--- src/rtl/cpuif_pkg.sv ---
package cpuif_pkg;
  localparam int ID_W   = 10;
  localparam int SRC_W  = 3;
  localparam int PRIO_W = 8;
  localparam int WD_W   = 13;

  localparam int OFF_CTL   = 'h100;
  localparam int OFF_PMR   = 'h104;
  localparam int OFF_BP    = 'h108;
  localparam int OFF_ACK   = 'h10C;
  localparam int OFF_EOI   = 'h110;
  localparam int OFF_RUN   = 'h114;
  localparam int OFF_HPP   = 'h118;
  localparam int OFF_ALIAS = 'h11C;
  localparam int OFF_IDENT = 'h120;

  localparam int CTL_EN_S   = 0;
  localparam int CTL_EN_NS  = 1;
  localparam int CTL_XACK   = 2;
  localparam int CTL_FIQ_RT = 3;
  localparam int CTL_SBPR   = 4;

  localparam logic [ID_W-1:0] ID_OTHER_WORLD = 10'd1022;
  localparam logic [ID_W-1:0] ID_NONE        = 10'd1023;
  localparam logic [PRIO_W-1:0] PRIO_IDLE    = 8'hF0;

  typedef enum logic [3:0] {
    RS_NONE, RS_CTL, RS_PMR, RS_BP, RS_ACK, RS_RUN, RS_HPP, RS_ALIAS, RS_IDENT
  } rsel_e;

  typedef struct packed {
    logic  rdEn;
    logic  accNs;
    logic  wrCtlFull;
    logic  wrCtlNs;
    logic  wrPmr;
    logic  wrBpS;
    logic  wrBpN;
    logic  ackTry;
    logic  eoiTry;
    rsel_e rsel;
  } strobe_t;

  typedef struct packed {
    logic [3:0]       prioHi;
    logic [ID_W-1:0]  id;
    logic [SRC_W-1:0] src;
    logic             ns;
  } entry_t;
endpackage

--- src/rtl/cpuif_ctrl.sv ---
module cpuif_ctrl
  import cpuif_pkg::*;
#(
  parameter int ADDR_W = 12
) (
  input  logic              clk,
  input  logic              rstN,
  input  logic              acc,
  input  logic              accWrite,
  input  logic              accNs,
  input  logic [ADDR_W-1:0] accAddr,
  input  logic              sbpr,
  output strobe_t           stb
);
  always_comb begin
    stb       = '0;
    stb.rsel  = RS_NONE;
    stb.accNs = accNs;
    if (acc) begin
      stb.rdEn = !accWrite;
      case (accAddr)
        ADDR_W'(OFF_CTL): begin
          if (!accWrite) stb.rsel = RS_CTL;
          else if (accNs) stb.wrCtlNs = 1'b1;
          else stb.wrCtlFull = 1'b1;
        end
        ADDR_W'(OFF_PMR): begin
          if (!accWrite) stb.rsel = RS_PMR;
          else stb.wrPmr = 1'b1;
        end
        ADDR_W'(OFF_BP): begin
          if (!accWrite) stb.rsel = RS_BP;
          else if (!accNs) stb.wrBpS = 1'b1;
          else if (!sbpr) stb.wrBpN = 1'b1;
        end
        ADDR_W'(OFF_ACK): begin
          if (!accWrite) begin
            stb.rsel   = RS_ACK;
            stb.ackTry = 1'b1;
          end
        end
        ADDR_W'(OFF_EOI):   stb.eoiTry = accWrite;
        ADDR_W'(OFF_RUN):   if (!accWrite) stb.rsel = RS_RUN;
        ADDR_W'(OFF_HPP):   if (!accWrite) stb.rsel = RS_HPP;
        ADDR_W'(OFF_ALIAS): begin
          if (!accWrite) stb.rsel = RS_ALIAS;
          else if (!accNs) stb.wrBpN = 1'b1;
        end
        ADDR_W'(OFF_IDENT): if (!accWrite) stb.rsel = RS_IDENT;
        default: ;
      endcase
    end
  end

  // a non-secure binary point write under the shared mode reaches no register
  p_ns_bp_locked_r11: assert property (@(posedge clk) disable iff (!rstN)
    (acc && accWrite && accNs && sbpr && accAddr == ADDR_W'(OFF_BP)) |-> !(stb.wrBpS || stb.wrBpN));

  // non-secure accesses never write through the alias
  p_alias_secure_only_r12: assert property (@(posedge clk) disable iff (!rstN)
    (acc && accWrite && accNs && accAddr == ADDR_W'(OFF_ALIAS)) |-> !stb.wrBpN);
endmodule

--- src/rtl/cpuif_dpath.sv ---
module cpuif_dpath
  import cpuif_pkg::*;
#(
  parameter int          STACK_DEPTH = 4,
  parameter logic [31:0] IDENT_VALUE = 32'h3901_043B
) (
  input  logic              clk,
  input  logic              rstN,
  input  strobe_t           stb,
  input  logic [WD_W-1:0]   wdata,
  input  logic              pendValid,
  input  logic [ID_W-1:0]   pendId,
  input  logic [PRIO_W-1:0] pendPrio,
  input  logic              pendNs,
  input  logic [SRC_W-1:0]  pendSrc,
  output logic              sbpr,
  output logic              rdValid,
  output logic [31:0]       rdData,
  output logic              irqOut,
  output logic              fiqOut,
  output logic              ackStb,
  output logic              eoiStb,
  output logic [ID_W-1:0]   fbId,
  output logic [SRC_W-1:0]  fbSrc
);
  localparam int SP_W  = $clog2(STACK_DEPTH + 1);
  localparam int IDX_W = (STACK_DEPTH > 1) ? $clog2(STACK_DEPTH) : 1;

  logic [4:0]        ctlReg;
  logic [4:0]        pmrReg;
  logic [2:0]        bpS, bpN, nsBpView;
  logic [SP_W-1:0]   count;
  logic [IDX_W-1:0]  topIdx;
  entry_t            entArr [STACK_DEPTH];
  entry_t            topEnt;
  logic [PRIO_W-1:0] runPrio, pmrFull;
  logic              eligible, full, push, pop;
  logic [ID_W-1:0]   viewId;
  logic              viewReal;
  logic [31:0]       ackWord, hppWord, rdMux;

  assign sbpr    = ctlReg[CTL_SBPR];
  assign full    = (count == SP_W'(STACK_DEPTH));
  assign topIdx  = IDX_W'(count - SP_W'(1));
  assign topEnt  = entArr[topIdx];
  assign runPrio = (count == '0) ? PRIO_IDLE : {topEnt.prioHi, 4'h0};
  assign pmrFull = {pmrReg, 3'b000};

  // Signalling gate: strictly more urgent than both mask and running level
  assign eligible = pendValid && (pendPrio < pmrFull) && (pendPrio < runPrio);
  assign irqOut = eligible && (pendNs ? ctlReg[CTL_EN_NS]
                                      : (ctlReg[CTL_EN_S] && !ctlReg[CTL_FIQ_RT]));
  assign fiqOut = eligible && !pendNs && ctlReg[CTL_EN_S] && ctlReg[CTL_FIQ_RT];

  // Identifier as seen by the current access's security state
  always_comb begin
    viewReal = 1'b0;
    viewId   = ID_NONE;
    if (pendValid) begin
      if (stb.accNs) begin
        if (pendNs) begin
          viewId   = pendId;
          viewReal = 1'b1;
        end
      end else if (pendNs && !ctlReg[CTL_XACK]) begin
        viewId = ID_OTHER_WORLD;
      end else begin
        viewId   = pendId;
        viewReal = 1'b1;
      end
    end
  end

  assign push = stb.ackTry && eligible && viewReal && !full;

  always_comb begin
    if (push)                ackWord = 32'({pendSrc, pendId});
    else if (eligible && !full) ackWord = 32'(viewId);
    else                     ackWord = 32'(ID_NONE);
    hppWord = viewReal ? 32'({pendSrc, viewId}) : 32'(viewId);
  end

  assign pop = stb.eoiTry && (count != '0)
            && (wdata[ID_W-1:0] == topEnt.id)
            && (wdata[WD_W-1:ID_W] == topEnt.src)
            && (stb.accNs ? topEnt.ns : (!topEnt.ns || ctlReg[CTL_XACK]));

  assign nsBpView = (bpS == 3'd7) ? 3'd7 : bpS + 3'd1;

  always_comb begin
    case (stb.rsel)
      RS_CTL:   rdMux = stb.accNs ? 32'(ctlReg & 5'b00010) : 32'(ctlReg);
      RS_PMR:   rdMux = 32'(pmrFull);
      RS_BP:    rdMux = stb.accNs ? 32'(ctlReg[CTL_SBPR] ? nsBpView : bpN) : 32'(bpS);
      RS_ACK:   rdMux = ackWord;
      RS_RUN:   rdMux = 32'(runPrio);
      RS_HPP:   rdMux = hppWord;
      RS_ALIAS: rdMux = stb.accNs ? 32'd0 : 32'(bpN);
      RS_IDENT: rdMux = IDENT_VALUE;
      default:  rdMux = 32'd0;
    endcase
  end

  always_ff @(posedge clk) begin
    if (!rstN) begin
      ctlReg  <= '0;
      pmrReg  <= '0;
      bpS     <= '0;
      bpN     <= '0;
      count   <= '0;
      rdValid <= 1'b0;
      rdData  <= '0;
      ackStb  <= 1'b0;
      eoiStb  <= 1'b0;
      fbId    <= '0;
      fbSrc   <= '0;
    end else begin
      if (stb.wrCtlFull)    ctlReg <= wdata[4:0];
      else if (stb.wrCtlNs) ctlReg[CTL_EN_NS] <= wdata[CTL_EN_NS];
      if (stb.wrPmr) pmrReg <= wdata[7:3];
      if (stb.wrBpS) bpS <= wdata[2:0];
      if (stb.wrBpN) bpN <= wdata[2:0];
      if (push)     count <= count + SP_W'(1);
      else if (pop) count <= count - SP_W'(1);
      ackStb  <= push;
      eoiStb  <= pop;
      if (push) begin
        fbId  <= pendId;
        fbSrc <= pendSrc;
      end else if (pop) begin
        fbId  <= topEnt.id;
        fbSrc <= topEnt.src;
      end
      rdValid <= stb.rdEn;
      rdData  <= rdMux;
    end
  end

  for (genvar g = 0; g < STACK_DEPTH; g++) begin : gEntry
    entry_t entReg;
    always_ff @(posedge clk) begin
      if (push && count == SP_W'(g))
        entReg <= '{prioHi: pendPrio[7:4], id: pendId, src: pendSrc, ns: pendNs};
    end
    assign entArr[g] = entReg;
  end

  // every acknowledge pulse follows one push of the active stack
  p_ack_push_r5: assert property (@(posedge clk) disable iff (!rstN)
    ackStb |-> count == $past(count) + SP_W'(1));
  // every completion pulse follows one pop
  p_eoi_pop_r8: assert property (@(posedge clk) disable iff (!rstN)
    eoiStb |-> count == $past(count) - SP_W'(1));
  // the stack never overflows
  p_no_overflow_r10: assert property (@(posedge clk) disable iff (!rstN)
    count <= SP_W'(STACK_DEPTH));
  // the two request lines are exclusive
  p_one_line_r4: assert property (@(posedge clk) disable iff (!rstN)
    $onehot0({irqOut, fiqOut}));
  // a request is only raised for an interrupt under the mask
  p_mask_gate_r4: assert property (@(posedge clk) disable iff (!rstN)
    (irqOut || fiqOut) |-> (pendValid && pendPrio < {pmrReg, 3'b000}));
  // a read that returns a special code never acknowledges
  p_special_quiet_r7: assert property (@(posedge clk) disable iff (!rstN)
    (rdValid && ackStb) |-> rdData[ID_W-1:0] < 32'd1020);
endmodule

--- src/rtl/sec_cpu_intf.sv ---
module sec_cpu_intf
  import cpuif_pkg::*;
#(
  parameter int          ADDR_W      = 12,
  parameter int          STACK_DEPTH = 4,
  parameter logic [31:0] IDENT_VALUE = 32'h3901_043B
) (
  input  logic              clk,
  input  logic              rstN,
  input  logic              pendValid,
  input  logic [9:0]        pendId,
  input  logic [7:0]        pendPrio,
  input  logic              pendNs,
  input  logic [2:0]        pendSrc,
  input  logic              acc,
  input  logic              accWrite,
  input  logic              accNs,
  input  logic [ADDR_W-1:0] accAddr,
  input  logic [12:0]       accWdata,
  output logic              rdValid,
  output logic [31:0]       rdData,
  output logic              irqOut,
  output logic              fiqOut,
  output logic              ackStb,
  output logic              eoiStb,
  output logic [9:0]        fbId,
  output logic [2:0]        fbSrc
);
  strobe_t stb;
  logic    sbpr;

  cpuif_ctrl #(.ADDR_W(ADDR_W)) uCtrl (
    .clk(clk), .rstN(rstN), .acc(acc), .accWrite(accWrite), .accNs(accNs),
    .accAddr(accAddr), .sbpr(sbpr), .stb(stb)
  );

  cpuif_dpath #(.STACK_DEPTH(STACK_DEPTH), .IDENT_VALUE(IDENT_VALUE)) uDpath (
    .clk(clk), .rstN(rstN), .stb(stb), .wdata(accWdata),
    .pendValid(pendValid), .pendId(pendId), .pendPrio(pendPrio),
    .pendNs(pendNs), .pendSrc(pendSrc), .sbpr(sbpr),
    .rdValid(rdValid), .rdData(rdData), .irqOut(irqOut), .fiqOut(fiqOut),
    .ackStb(ackStb), .eoiStb(eoiStb), .fbId(fbId), .fbSrc(fbSrc)
  );
endmodule

--- config.mk ---
export PLATFORM = sky130hd
export DESIGN_NAME = sec_cpu_intf
export DESIGN_NICKNAME = d
export VERILOG_FILES = /design/src/rtl/cpuif_pkg.sv /design/src/rtl/cpuif_ctrl.sv /design/src/rtl/cpuif_dpath.sv /design/src/rtl/sec_cpu_intf.sv
export SDC_FILE = /design/constraint.sdc
export NUM_CORES = 1
export LEC_CHECK = 0
export ABC_CLOCK_PERIOD_IN_PS = 9600
export BUFFER_PORTS_ARGS = -buffer_cell sky130_fd_sc_hd__buf_2
export CAP_MARGIN = 20
export CORE_MARGIN = 1.5
export CORE_UTILIZATION = 45
export DETAILED_ROUTE_END_ITERATION = 6
export GPL_TIMING_DRIVEN = 1
export HOLD_SLACK_MARGIN = 0.03
export PLACE_DENSITY = 0.66
export SLEW_MARGIN = 20
export SYNTH_ARGS = -nofsm -noshare
export SYNTH_HDL_FRONTEND = slang
export SYNTH_SLANG_ARGS = --single-unit
--- constraint.sdc ---
create_clock -name clk -period 9.6 [get_ports clk]
set_clock_uncertainty 0.2 [all_clocks]
set_input_delay 1.44 -clock clk [delete_from_list [all_inputs] [get_ports clk]]
set_output_delay 1.44 -clock clk [all_outputs]
set_load 0.01 [all_outputs]
-- Word level (Yosys, flattened, before mapping)
Index checks and enable logic that the tools add are counted.
- add/sub/neg operators: 3
- magnitude comparators: 3
- equality and inequality tests: 24
- mux-type cells: 56
- bitwise logic cells: 1
- reductions and logical operators: 32
- operator list (kind ; number):
    one-hot mux 32 bit (8 select lines) ; 1
    == test 12 x 9 -> 1 bit, second input constant ; 9
    two-way mux 10 bit ; 7
    two-way mux 32 bit ; 2
    binary-select mux 18 bit (select 2 bit) ; 1
    two-way mux 18 bit ; 2
    two-way mux 3 bit ; 11
    one-hot mux 4 bit (8 select lines) ; 1
    logical AND 1 bit ; 20
    two-way mux 1 bit ; 20
    == test 4 x 3 -> 1 bit, second input constant ; 4
    < comparator 8 bit ; 2
    two-way mux 13 bit ; 1
    two-way mux 11 bit ; 1
    == test 10 bit ; 1
    two-way mux 2 bit ; 5
    == test 4 x 2 -> 1 bit, second input constant ; 2
    two-way mux 8 bit ; 1
    adder 3 x 1 -> 3 bit, second input constant ; 2
    == test 3 x 2 -> 1 bit, second input constant ; 2
    == test 3 bit, second input constant ; 2
    zero test 1 bit ; 6
    two-way mux 5 bit ; 1
    == test 4 x 1 -> 1 bit, second input constant ; 1
    13 further kinds ; 14
- bits in registers: 139
- input port bits: 53
- output and inout bits: 50
- word-level logic and storage cells: 147

-- Depth between registers and ports, before layout
Gate-level depths: netlist of run 1.
- word-level depth: 13
- gate-level depth with buffers: 18
- gate-level depth less buffers: 12

-- Cells and area by module
A second synthesis of run 1 with hierarchy kept.
- cells, all modules: 500
- area, all modules: 5818.1 µm²
- modules (own cells, without submodules) (module ; instances ; cells an instance ; area an instance (µm²) ; sequential area each (µm²)):
    cpuif_dpath ; 1 ; 471 ; 5590.4 ; 3143.0
    cpuif_ctrl ; 1 ; 29 ; 227.7 ; 0.0

-- Worst setup path before layout of run 1
Ideal clock, no wire load.
- kind: reg2reg
- from: register uDpath.count[0]
- to: register uDpath.gEntry[2].entReg (netlist bit uDpath.entArr[18]) (enable)
- arrival time: 4.735 ns
- data required time: 8.980 ns
- path slack: 4.246 ns
- cell stages (with the launch flop): 17
- path buffers: 6
- period minus slack after synthesis: 5.354 ns
- cell sequence: dfxtp_1 buf_6 buf_6 inv_2 ha_1 buf_2 buf_4 buf_4 mux4_2 nor2_1 ha_1 a211oi_1 nand3_1 nor4_1 o211ai_1 clkbuf_1 nor3b_1
- longest elaborated chain between the ends: 12
- elaborated cells on any way between the ends: 16
- ends and longest elaborated chain (item ; RTL line ; source):
    start, declared ; cpuif_dpath.sv:32 ; logic [SP_W-1:0] count;
    start signal, assigned ; cpuif_dpath.sv:123 ; if (push) count <= count + SP_W'(1);
    start signal, assigned ; cpuif_dpath.sv:124 ; else if (pop) count <= count - SP_W'(1);
    subtractor 3 x 1 -> 3 bit ; cpuif_dpath.sv:44 ; assign topIdx = IDX_W'(count - SP_W'(1));
    NOT 2 -> 3 bit (implied by the code) ; cpuif_dpath.sv:45 ; assign topEnt = entArr[topIdx];
    binary-select mux 18 bit (select 2 bit) ; cpuif_dpath.sv:45 ;
    two-way mux 18 bit (implied by the code) (2 in series) ; cpuif_dpath.sv:45 ;
    two-way mux 8 bit ; cpuif_dpath.sv:46 ; assign runPrio = (count == '0) ? PRIO_IDLE : {topEnt.prioHi, 4'h0};
    < comparator 8 bit ; cpuif_dpath.sv:50 ; assign eligible = pendValid && (pendPrio < pmrFull) && (pendPrio < runPrio);
    logical AND 1 bit ; cpuif_dpath.sv:50 ;
    logical AND 1 bit (3 in series) ; cpuif_dpath.sv:74 ; assign push = stb.ackTry && eligible && viewReal && !full;
    logical AND 1 bit (*) ; cpuif_dpath.sv:142 ; if (push && count == SP_W'(g))
    end signal, assigned ; cpuif_dpath.sv:143 ; entReg <= '{prioHi: pendPrio[7:4], id: pendId, src: pendSrc, ns: pendNs};
    end, declared ; cpuif_dpath.sv:140 ; entry_t entReg;
Every way passes the cells marked *; elsewhere a longest branch is shown, timed or not. The select of a mux whose other input is x is not followed.
A chain may end at the register's enable or synchronous reset.

-- Worst setup path after layout of run 1
- from: register uDpath.count[0]
- to: output fiqOut
- longest elaborated chain between the ends: 11
- elaborated cells on any way between the ends: 12
- ends and longest elaborated chain (item ; RTL line ; source):
    subtractor 3 x 1 -> 3 bit ; cpuif_dpath.sv:44 ;
    NOT 2 -> 3 bit (implied by the code) ; cpuif_dpath.sv:45 ;
    binary-select mux 18 bit (select 2 bit) ; cpuif_dpath.sv:45 ;
    two-way mux 18 bit (implied by the code) (2 in series) ; cpuif_dpath.sv:45 ;
    two-way mux 8 bit (*) ; cpuif_dpath.sv:46 ;
    < comparator 8 bit (*) ; cpuif_dpath.sv:50 ;
    logical AND 1 bit (*) ; cpuif_dpath.sv:50 ;
    logical AND 1 bit (*) (3 in series) ; cpuif_dpath.sv:53 ; assign fiqOut = eligible && !pendNs && ctlReg[CTL_EN_S] && ctlReg[CTL_FIQ_RT];
    end, declared ; sec_cpu_intf.sv:23 ; output logic fiqOut,
Marked as above.

==> results of run 1 <==
-- logic make-up after synthesis --
logic type / synth area share [%]
simple gates: 13.7
other cells: 0.0646
mux: 9.91
flops: 54.1
compound gates: 11.5
xor+xnor: 1.81
buf+inv: 5.84
fa+ha+maj: 3.02
-- sequential cells by signal (all words and copies together) (netlist names) --
name            count
uDpath.rdValid      1
uDpath.eoiStb       1
uDpath.fbSrc        3
uDpath.entArr      72
uDpath.bpN          3
uDpath.rdData      14
uDpath.ackStb       1
uDpath.ctlReg       5
uDpath.fbId        10
uDpath.pmrReg       5
uDpath.count        3
uDpath.bpS          3
-- how the worst min path moves through the flow --
stage                            end  depth (start not counted)
finish              uDpath.ctlReg[3]                          2
global route        uDpath.ctlReg[3]                          2
CTS                 uDpath.ctlReg[3]                          2
detailed placement  uDpath.ctlReg[3]                          2
global placement    uDpath.ctlReg[0]                          2
floorplan           uDpath.ctlReg[0]                          2
-- layer usage --
| metal | track usage [%] | part of all wire, % | vias to the layer above |
|---|---|---|---|
| met3 | 5.19 | 6.5 | 19 |
| met4 | 9.48 | 1.8 | 0 |
| met5 | 0 | 0 | - |
| met2 | 33.7 | 45 | 168 |
| met1 | 31.0 | 46 | 2046 |
| li1 | - | - | 2010 |
-- synthesized netlist by cell type (4+ instances only) --
master / instances / share of area (%)
edfxtp_1: 72 / 37
nor2_1: 50 / 3.2
dfxtp_1: 49 / 17
nand2_1: 36 / 2.3
mux2i_1: 26 / 4.5
buf_4: 21 / 2.7
a21oi_1: 17 / 1.5
o21ai_0: 17 / 1.5
clkbuf_1: 16 / 1.0
inv_1: 16 / 1.0
ha_1: 14 / 3.0
o21a_1: 14 / 1.8
mux4_2: 13 / 5.0
a22o_1: 12 / 1.8
nor3_1: 12 / 1.0
nor4_1: 10 / 1.1
xnor2_1: 10 / 1.5
a31oi_1: 9 / 0.97
nand2b_1: 6 / 0.65
nand3_1: 6 / 0.52
and2_1: 5 / 0.54
nor2b_1: 5 / 0.54
nor3b_1: 5 / 0.65
a211oi_1: 4 / 0.52
buf_2: 4 / 0.34
-- placed cells by master (no fill, tap or decap), types with 8 or more instances in the layout --
master	count
ha_1	14
buf_4	8
buf_2	85
a21oi_1	17
dfxtp_1	49
xnor2_1	10
inv_1	16
conb_1	14
nor3_1	12
o21ai_0	17
clkbuf_16	17
edfxtp_1	72
nand2_1	36
nor4_1	10
o21a_1	14
a31oi_1	9
mux4_2	13
a22o_1	12
mux2i_1	26
nor2_1	50
-- layout make-up --
cell class,count,share of cell area (%)
timing repair buffer,93,7.08
sequential,121,45.8
clock inverter,14,1.91
multi-input combinational,332,34.8
inverter,18,0.985
clock buffer,18,6.25
tap,172,3.14
-- power breakdown --
| group | switching [mW] | internal [mW] |
|---|---|---|
| Clock | 0.221 | 0.377 |
| Combinational | 0.0325 | 0.0145 |
| Sequential | 0.0000385 | 0.550 |
| Total | 0.254 | 0.941 |
-- critical path, stage by stage (launching register included) --
cell and delay, ps:
dfxtp_1 300, buf_4 360, inv_2 210, ha_1 760
buf_4 380, mux4_2 340, nor2_1 180, ha_1 280
a211oi_1 310, nand4b_1 190, nor3_1 180, buf_2 150
-- stage by stage --
step,util (%),instances,hold WS [ps]
floorplan,-,515,272
global placement,49.9,736,297
detailed placement,49.9,736,307
CTS,54.4,768,313
global route,54.4,768,360
finish,54.4,768,317
==> run metrics, run 1 <==
leakage power=2.50 nW; Reg2Reg Depth=14; post-layout min period=5710 ps; RSZ-0062 raised after global routing=no; Ys Warns=0; CP Data Required Time=7960 ps; antenna violations before repair=0; total power=1.19 mW; number of synthesized flops with an enable pin=72; Worst Setup EP=fiqOut; reg2reg end=uDpath.entArr[68]; die area=13600 sq um; Tcrit/Tclk final=59.5%; Yosys cell types=62; Slew headroom=44.0%; layout cells sized above 1=24.8%; first-pass GRT wire length=22000 um; CP startpoint=uDpath.count[0]; Post-Place Setup Slack=4070 ps; Final Net Count=650; worst r2r src=uDpath.count[0]; Routed WL=14200 um; row cnt=41; starting density of the core=46.0%; drt drc=0; Crit Path Category=reg2out; origin of the worst min-delay path=uDpath.ctlReg[3]; post-cts resize count=0; actual slew at the worst max-slew pin=835 ps; largest net degree at the start of global routing=28; Filler cells=1101; Async SR Flop Fraction=0%; Fin. Hold Viols=0; internal reg-to-reg setup slack=4180 ps; CP Data Arrival Time=4070 ps; final worst setup slack=3890 ps; flops & latches, synth=121; setup bufs post-CTS=0; Sequential Area=3140 sq um; Max IR drop VDD=132 uV; CTS Hold Bufs=0; total of max-cap violations=0; setup tns final=0 ps; Routed WL per cell=18.5 um; syn_area_per_cell=11.6 sq um; Mapped Area=5810 sq um; ANT cells=0; Worst setup SP type=flop; H-tree levels=4; max-slew violations=0; Pwr Density=174 nW/um^2; Tot GR Track Use=22.3%; Clock Tree Root=clkbuf_16; vias in the first global route=3969; buffers added on ports=85; Skew-Pair Late Insertion Delay=420 ps; hpwl dp=10400 um; Synth Instances=502; area grow syn2layout=18.1%; fmax=175 MHz; Placer Congestion=0.887; Die W=117 um; design area=6860 sq um; TritonCTS Buffers=17; Via density=5.52; Reg clk slew, reported paths=50 ps; Synth Flop Type=edfxtp_1; total gr overflow=0; HP Class=reg2reg; placed cell area=6300 sq um; endpoint class of the critical path=primary output; Multi-input gate area=2390 sq um; Core Footprint=12600 sq um; clk buf depth=2; Setup violations, final=0; TritonRoute pass-1 iters=4; sequential area share after synthesis=54.1%; DR vias=4243; ANT nets after route=0; CTS Sinks=121; crit-path max FO=27; Iteration-0 DRC Markers=310; Die Ht=117 um; outcome=finished clean; CTS tree=built; Top Ports=103
Power figures use the tool's default switching activity.
==> run 2, diff against run 1 <==
- ABC_CLOCK_PERIOD_IN_PS: 9600 -> 6000
- clock period: 9.6 -> 6 ns (I/O delays scaled with it)
==> run 2 against run 1 <==
- sequential power grew 60%
- clock-buffer cell count grew 7
- clock power increased by 71%
- sequential share of layout area fell by 0.28 points
- core utilization rose by 0.34 points
- critical path depth grew 1
- first-iteration DRC count grew 18%
- non-clock buffer count grew 1
- flip-flop and latch count did not move
- die area unchanged
- power rose by 66%
- global-route usage increased by 0.67 points
- highest routed layer unchanged
==> run metrics, run 2 (synthesis gave the netlist of run 1 again) <==
antenna violations before repair=0 (unchanged); largest net degree at the start of global routing=28 (unchanged); Fin. Hold Viols=0 (unchanged); TritonCTS Buffers=17 (unchanged); Reg2Reg Depth=11 (-3); Reg clk slew, reported paths=50 ps (about the same); setup tns final=0 ps (unchanged); design area=6900 sq um (+0.62%); Tot GR Track Use=23.0% (+0.67 points); Iteration-0 DRC Markers=366 (+18%); Placer Congestion=0.904 (+1.9%); Top Ports=103 (unchanged); DR vias=4314 (+1.7%); setup bufs post-CTS=0 (unchanged); internal reg-to-reg setup slack=1720 ps (-2460 ps); Max IR drop VDD=155 uV (+17%); post-cts resize count=0 (unchanged); total gr overflow=0 (unchanged); HP Class=reg2reg; total of max-cap violations=0 (unchanged); layout cells sized above 1=25.0% (+0.13 points); Pwr Density=286 nW/um^2 (+64%); reg2reg end=uDpath.entArr[21]; ANT nets after route=0 (unchanged); CTS tree=built; origin of the worst min-delay path=uDpath.ctlReg[3]; buffers added on ports=85 (unchanged); Die W=117 um (unchanged); drt drc=0 (unchanged); ANT cells=0 (unchanged); row cnt=41 (unchanged); Worst setup SP type=flop; vias in the first global route=4031 (+1.6%); Hold Path End=uDpath.ctlReg[3]; first-pass GRT wire length=22400 um (+2.1%); Setup violations, final=0 (unchanged); Slew headroom=42.7% (-1.4 points); Crit Path Category=reg2out; Multi-input gate area=2390 sq um (unchanged); starting density of the core=46.0% (unchanged); Sequential Area=3140 sq um (unchanged); clk buf depth=2 (unchanged); H-tree levels=4 (unchanged); CP Data Arrival Time=3340 ps (-730 ps); max FFs per register=72 (unchanged); commonest non-fill, non-tap cell in the layout=buf_2; total power=1.98 mW (+66%); Core Footprint=12600 sq um (unchanged); RSZ-0062 raised after global routing=no; placed cell area=6310 sq um (+0.12%); Clock Tree Root=clkbuf_16; Die Ht=117 um (unchanged); hpwl dp=10400 um (+0.50%); Via density=5.61 (+1.5%); die area=13600 sq um (unchanged); post-layout min period=4440 ps; Routed WL=14800 um (+3.8%); CP Data Required Time=4900 ps (-3060 ps); commonest cells after routing, fill and taps aside=85 x buf_2, 72 x edfxtp_1, 50 x nor2_1; Routed WL per cell=19.2 um (+3.7%); area grow syn2layout=18.9%; outcome=finished clean; TritonRoute pass-1 iters=5 (+1); Skew-Pair Late Insertion Delay=420 ps (about the same); Final Net Count=651 (+0.15%); max-slew violations=0 (unchanged); fmax=225 MHz; actual slew at the worst max-slew pin=855 ps (+20.3 ps); leakage power=2.53 nW (+1.3%); CTS Hold Bufs=0 (unchanged); Tcrit/Tclk final=74.0%; Filler cells=1109 (+0.73%); CTS Sinks=121 (unchanged); endpoint class of the critical path=primary output; hold path depth=2 (unchanged); crit-path max FO=27 (unchanged); worst r2r src=uDpath.count[0]
## run 2: how the worst max path moves through the flow
stage	start	slack, ps	end
global placement	accAddr[11]	1640	uDpath.entArr[22]
detailed placement	accAddr[11]	1640	uDpath.entArr[22]
CTS	uDpath.count[1]	1570	fiqOut
floorplan	uDpath.count[0]	650	uDpath.entArr[18]
finish	uDpath.count[1]	1560	fiqOut
global route	uDpath.count[1]	1370	fiqOut
## run 2: report_power, final
group	switching [mW]	internal (mW)
clock	0.356	0.667
combinational	0.0523	0.0231
sequential	0.0000627	0.879
total	0.408	1.57
## run 2: final cells by class
| type | instances | share of cell area [%] |
|---|---|---|
| sequential | 121 | 45.5 |
| multi-input combinational | 332 | 34.6 |
| clock buffer | 25 | 7.34 |
| timing repair buffer | 94 | 7.14 |
| tap | 172 | 3.12 |
| clock inverter | 7 | 1.29 |
| inverter | 18 | 0.979 |
## run 2: through the flow
| stage | cells | hold WS, ps | worst slack, ps | utilization (%) |
|---|---|---|---|---|
| final | 769 | 321 | 1560 | 54.7 |
| after global placement | 737 | 298 | 1640 | 50.0 |
| after CTS | 769 | 313 | 1570 | 54.7 |
| after global routing | 769 | 357 | 1370 | 54.7 |
| after detailed placement | 737 | 309 | 1640 | 50.0 |
| after floorplan | 515 | 272 | 646 | - |
## run 2: worst max-delay path: stages, from the launching register on
cell and delay [ps]:
dfxtp_1 370, inv_1 110, ha_1 350, buf_4 400, mux4_2 370, nor2_1 200, ha_1 270, o211ai_1 170
inv_1 70, nand2_1 80, nand4b_1 140, nor3_1 210, buf_2 170
## run 2: metal layers
| layer | up-vias | GRT usage, % | share of wire [%] |
|---|---|---|---|
| li1 | 1999 | - | - |
| met1 | 2104 | 31.4 | 46 |
| met2 | 185 | 35.5 | 45 |
| met5 | - | 0 | 0 |
| met4 | 0 | 8.92 | 2.2 |
| met3 | 26 | 5.66 | 6.5 |
==> run 3, diff against run 2 <==
- ABC_AREA: unset -> 1
- ABC_CLOCK_PERIOD_IN_PS: 6000 -> 4500
- clock period: 6 -> 4.5 ns (I/O delays scaled with it)
==> run 3 against run 2 <==
- clock-buffer cell count fell by 6
- sequential power grew 33%
- wire length increased by 16%
==> run metrics, run 3 <==
outcome=finished clean; Routed WL per cell=16.5 um (-14%); H-tree levels=4 (unchanged); crit-path max FO=10 (-63%); Setup violations, final=0 (unchanged); Mapped Area=6280 sq um (+8.1%); Synth Area in XOR/XNOR=0.797% (-1.0 points); placed cell area=6770 sq um (+7.3%); max FFs per register=72 (unchanged); Max stage delay on crit path=490 ps (+90 ps); Iteration-0 DRC Markers=509 (+39%); sequential area share after synthesis=50.0% (-4.1 points); Pwr Density=350 nW/um^2 (+22%); Critical path buffers and inverters=2 (-2); flops & latches, synth=121 (unchanged); total of max-cap violations=0 (unchanged); die area=14700 sq um (+7.9%); Via density=5.20 (-7.3%); TritonCTS Buffers=17 (unchanged); DR vias=5390 (+25%); Slew headroom=33.5% (-9.2 points); drt drc=0 (unchanged); Crit Path Category=reg2out; Synth top cells by count=166 x nand2_1, 101 x nor2_1, 81 x inv_1, 81 x nand3_1, 72 x edfxtp_1; actual slew at the worst max-slew pin=992 ps (+137 ps); Fin. Hold Viols=0 (unchanged); CP Data Required Time=3620 ps (-1280 ps); Post-Synth Simple-Gate Area=29.3% (+16 points); clk buf depth=2 (unchanged); count leader, synth=nand2_1; Clock Tree Root=clkbuf_16; hpwl dp=12100 um (+16%); vias in the first global route=4974 (+23%); Placed Cells=1004 (+36%); Async SR Flop Fraction=0% (unchanged); total power=2.56 mW (+30%); buffers added on ports=85 (unchanged); CP Data Arrival Time=3190 ps (-150 ps); CP max-delay cell=ha_1; number of synthesized flops with an enable pin=72 (unchanged); Yosys cell types=40 (-35%); largest net degree at the start of global routing=40 (+43%); largest delay contributor family on the critical path=compound AO/OA/AOI/OAI gates; leakage power=3.27 nW (+29%); commonest cells after routing, fill and taps aside=166 x nand2_1, 101 x nor2_1, 85 x buf_2; Placer Congestion=0.959 (+6.1%); first-pass GRT wire length=26600 um (+19%); setup tns final=0 ps (unchanged); HP Class=reg2reg; main combinational cell family by area after synthesis=simple AND/OR/NAND/NOR gates; post-synth top area share=34.4% (-2.8 points); Post-Synth Adder-Cell Area=2.79% (-0.23 points); Die Ht=121 um (+3.9%); Tot GR Track Use=24.7% (+1.7 points); mux cell area share after synthesis=0% (-9.9 points); CTS tree=built; area grow syn2layout=16.7%; Core Footprint=13500 sq um (+6.6%); endpoint class of the critical path=primary output; largest area contributor in the netlist=edfxtp_1; Final Net Count=914 (+40%); ANT cells=0 (unchanged); Top Ports=103 (unchanged); commonest non-fill, non-tap cell in the layout=nand2_1; max-slew violations=0 (unchanged); row cnt=42 (+2.4%); Routed WL=17100 um (+16%); complex-gate fraction of the synthesized area=7.01% (-4.5 points); Tcrit/Tclk final=90.3%; ANT nets after route=0 (unchanged); starting density of the core=46.7% (+0.66 points); total gr overflow=0 (unchanged); Reg clk slew, reported paths=60 ps (about the same); RSZ-0062 raised after global routing=no; Synth Flop Type=edfxtp_1; Cell Chain, Critical Path=inv_1 -> ha_1 -> o21ai_0 -> o21ai_0 -> nor2_1 -> ha_1 -> a21oi_1 -> nand2_1 -> a21oi_2 -> nand2_1 -> a211oi_1 -> buf_2; Ys Warns=0 (unchanged); final cell count without fillers=1036 (+35%); Synth Instances=758 (+51%); synth top area cells=edfxtp_1 34%, dfxtp_1 16%, nand2_1 9.9%, nand3_1 6.5%, nor2_1 6.0%; Max IR drop VDD=235 uV (+52%); layout cells sized above 1=19.9% (-5.1 points); post-layout min period=4060 ps; antenna violations before repair=0 (unchanged); internal reg-to-reg setup slack=940 ps (-780 ps); fmax=246 MHz; Die W=121 um (+3.9%); Worst setup SP type=flop; CTS Sinks=121 (unchanged); syn_area_per_cell=8.28 sq um (-28%); TritonRoute pass-1 iters=5 (unchanged); Skew-Pair Late Insertion Delay=420 ps (about the same); design area=7330 sq um (+6.1%)
[run 3: repair_timing]
item / CTS / global route
resized for setup: 0 / 1
setup buffers: 0 / 0
hold buffers: 0 / 0
setup endpoints to repair: 0 / 2
[run 3: cell families after synthesis]
kind of cell             after synthesis
AO/OA/AOI/OAI                         84
adder cells (fa/ha/maj)               14
flip-flops                           121
XOR/XNOR                               4
other                                  1
AND/OR/NAND/NOR                      406
buffers and inverters                128
[run 3: worst reg2reg max path: stages (launching register included)]
cell and delay [ps]:
dfxtp_1 360, inv_1 100, ha_1 490, o21ai_0 150, o21ai_0 220, nor2_1 70, ha_1 300, a21oi_1 190
nand2_1 90, a21oi_2 250, nand4_2 140, nor2_1 440, buf_4 270
[run 3: path summary, 6_finish.rpt]
kind                                       from  cells after the start                end
worst min-delay path              uDpath.bpN[2]                      2      uDpath.bpN[2]
worst max-delay path            uDpath.count[1]                     12             irqOut
worst min register to register    uDpath.bpN[2]                      2      uDpath.bpN[2]
worst max register to register  uDpath.count[1]                     12  uDpath.entArr[38]
[run 3: final cells by class]
cell class / count / area (sq um)
inverters: 88 / 330
fillers: 1268 / 6130
flip-flops and latches: 121 / 3140
well taps: 176 / 220
repair buffers: 97 / 515
clock buffers: 19 / 433
clock inverters: 13 / 123
multi-input cells: 522 / 2560
[run 3: report_power, final]
| part | leakage [nW] | internal [mW] | total (mW) | switching, mW |
|---|---|---|---|---|
| Combinational | 1.97 | 0.0331 | 0.114 | 0.0811 |
| Clock | 0.260 | 0.762 | 1.28 | 0.515 |
| Sequential | 1.04 | 1.17 | 1.17 | 0.0000684 |
| Total | 3.27 | 1.97 | 2.56 | 0.597 |
[run 3: routing by layer]
layer / share of wire (%) / GRT usage, % / routed length [um]
met2: 44 / 36.9 / 7510
met3: 7.6 / 6.48 / 1310
met1: 45 / 32.9 / 7600
met4: 3.9 / 12.7 / 658
met5: 0 / 0 / 0
[run 3: metrics by stage]
step	setup WS (ps)	util (%)	hold slack (ps)
6_report	438	54.5	285
2_1_floorplan	488	-	241
3_5_place_dp	807	50.3	271
4_1_cts	352	54.4	279
3_3_place_gp	922	50.3	267
5_1_grt	111	54.5	284
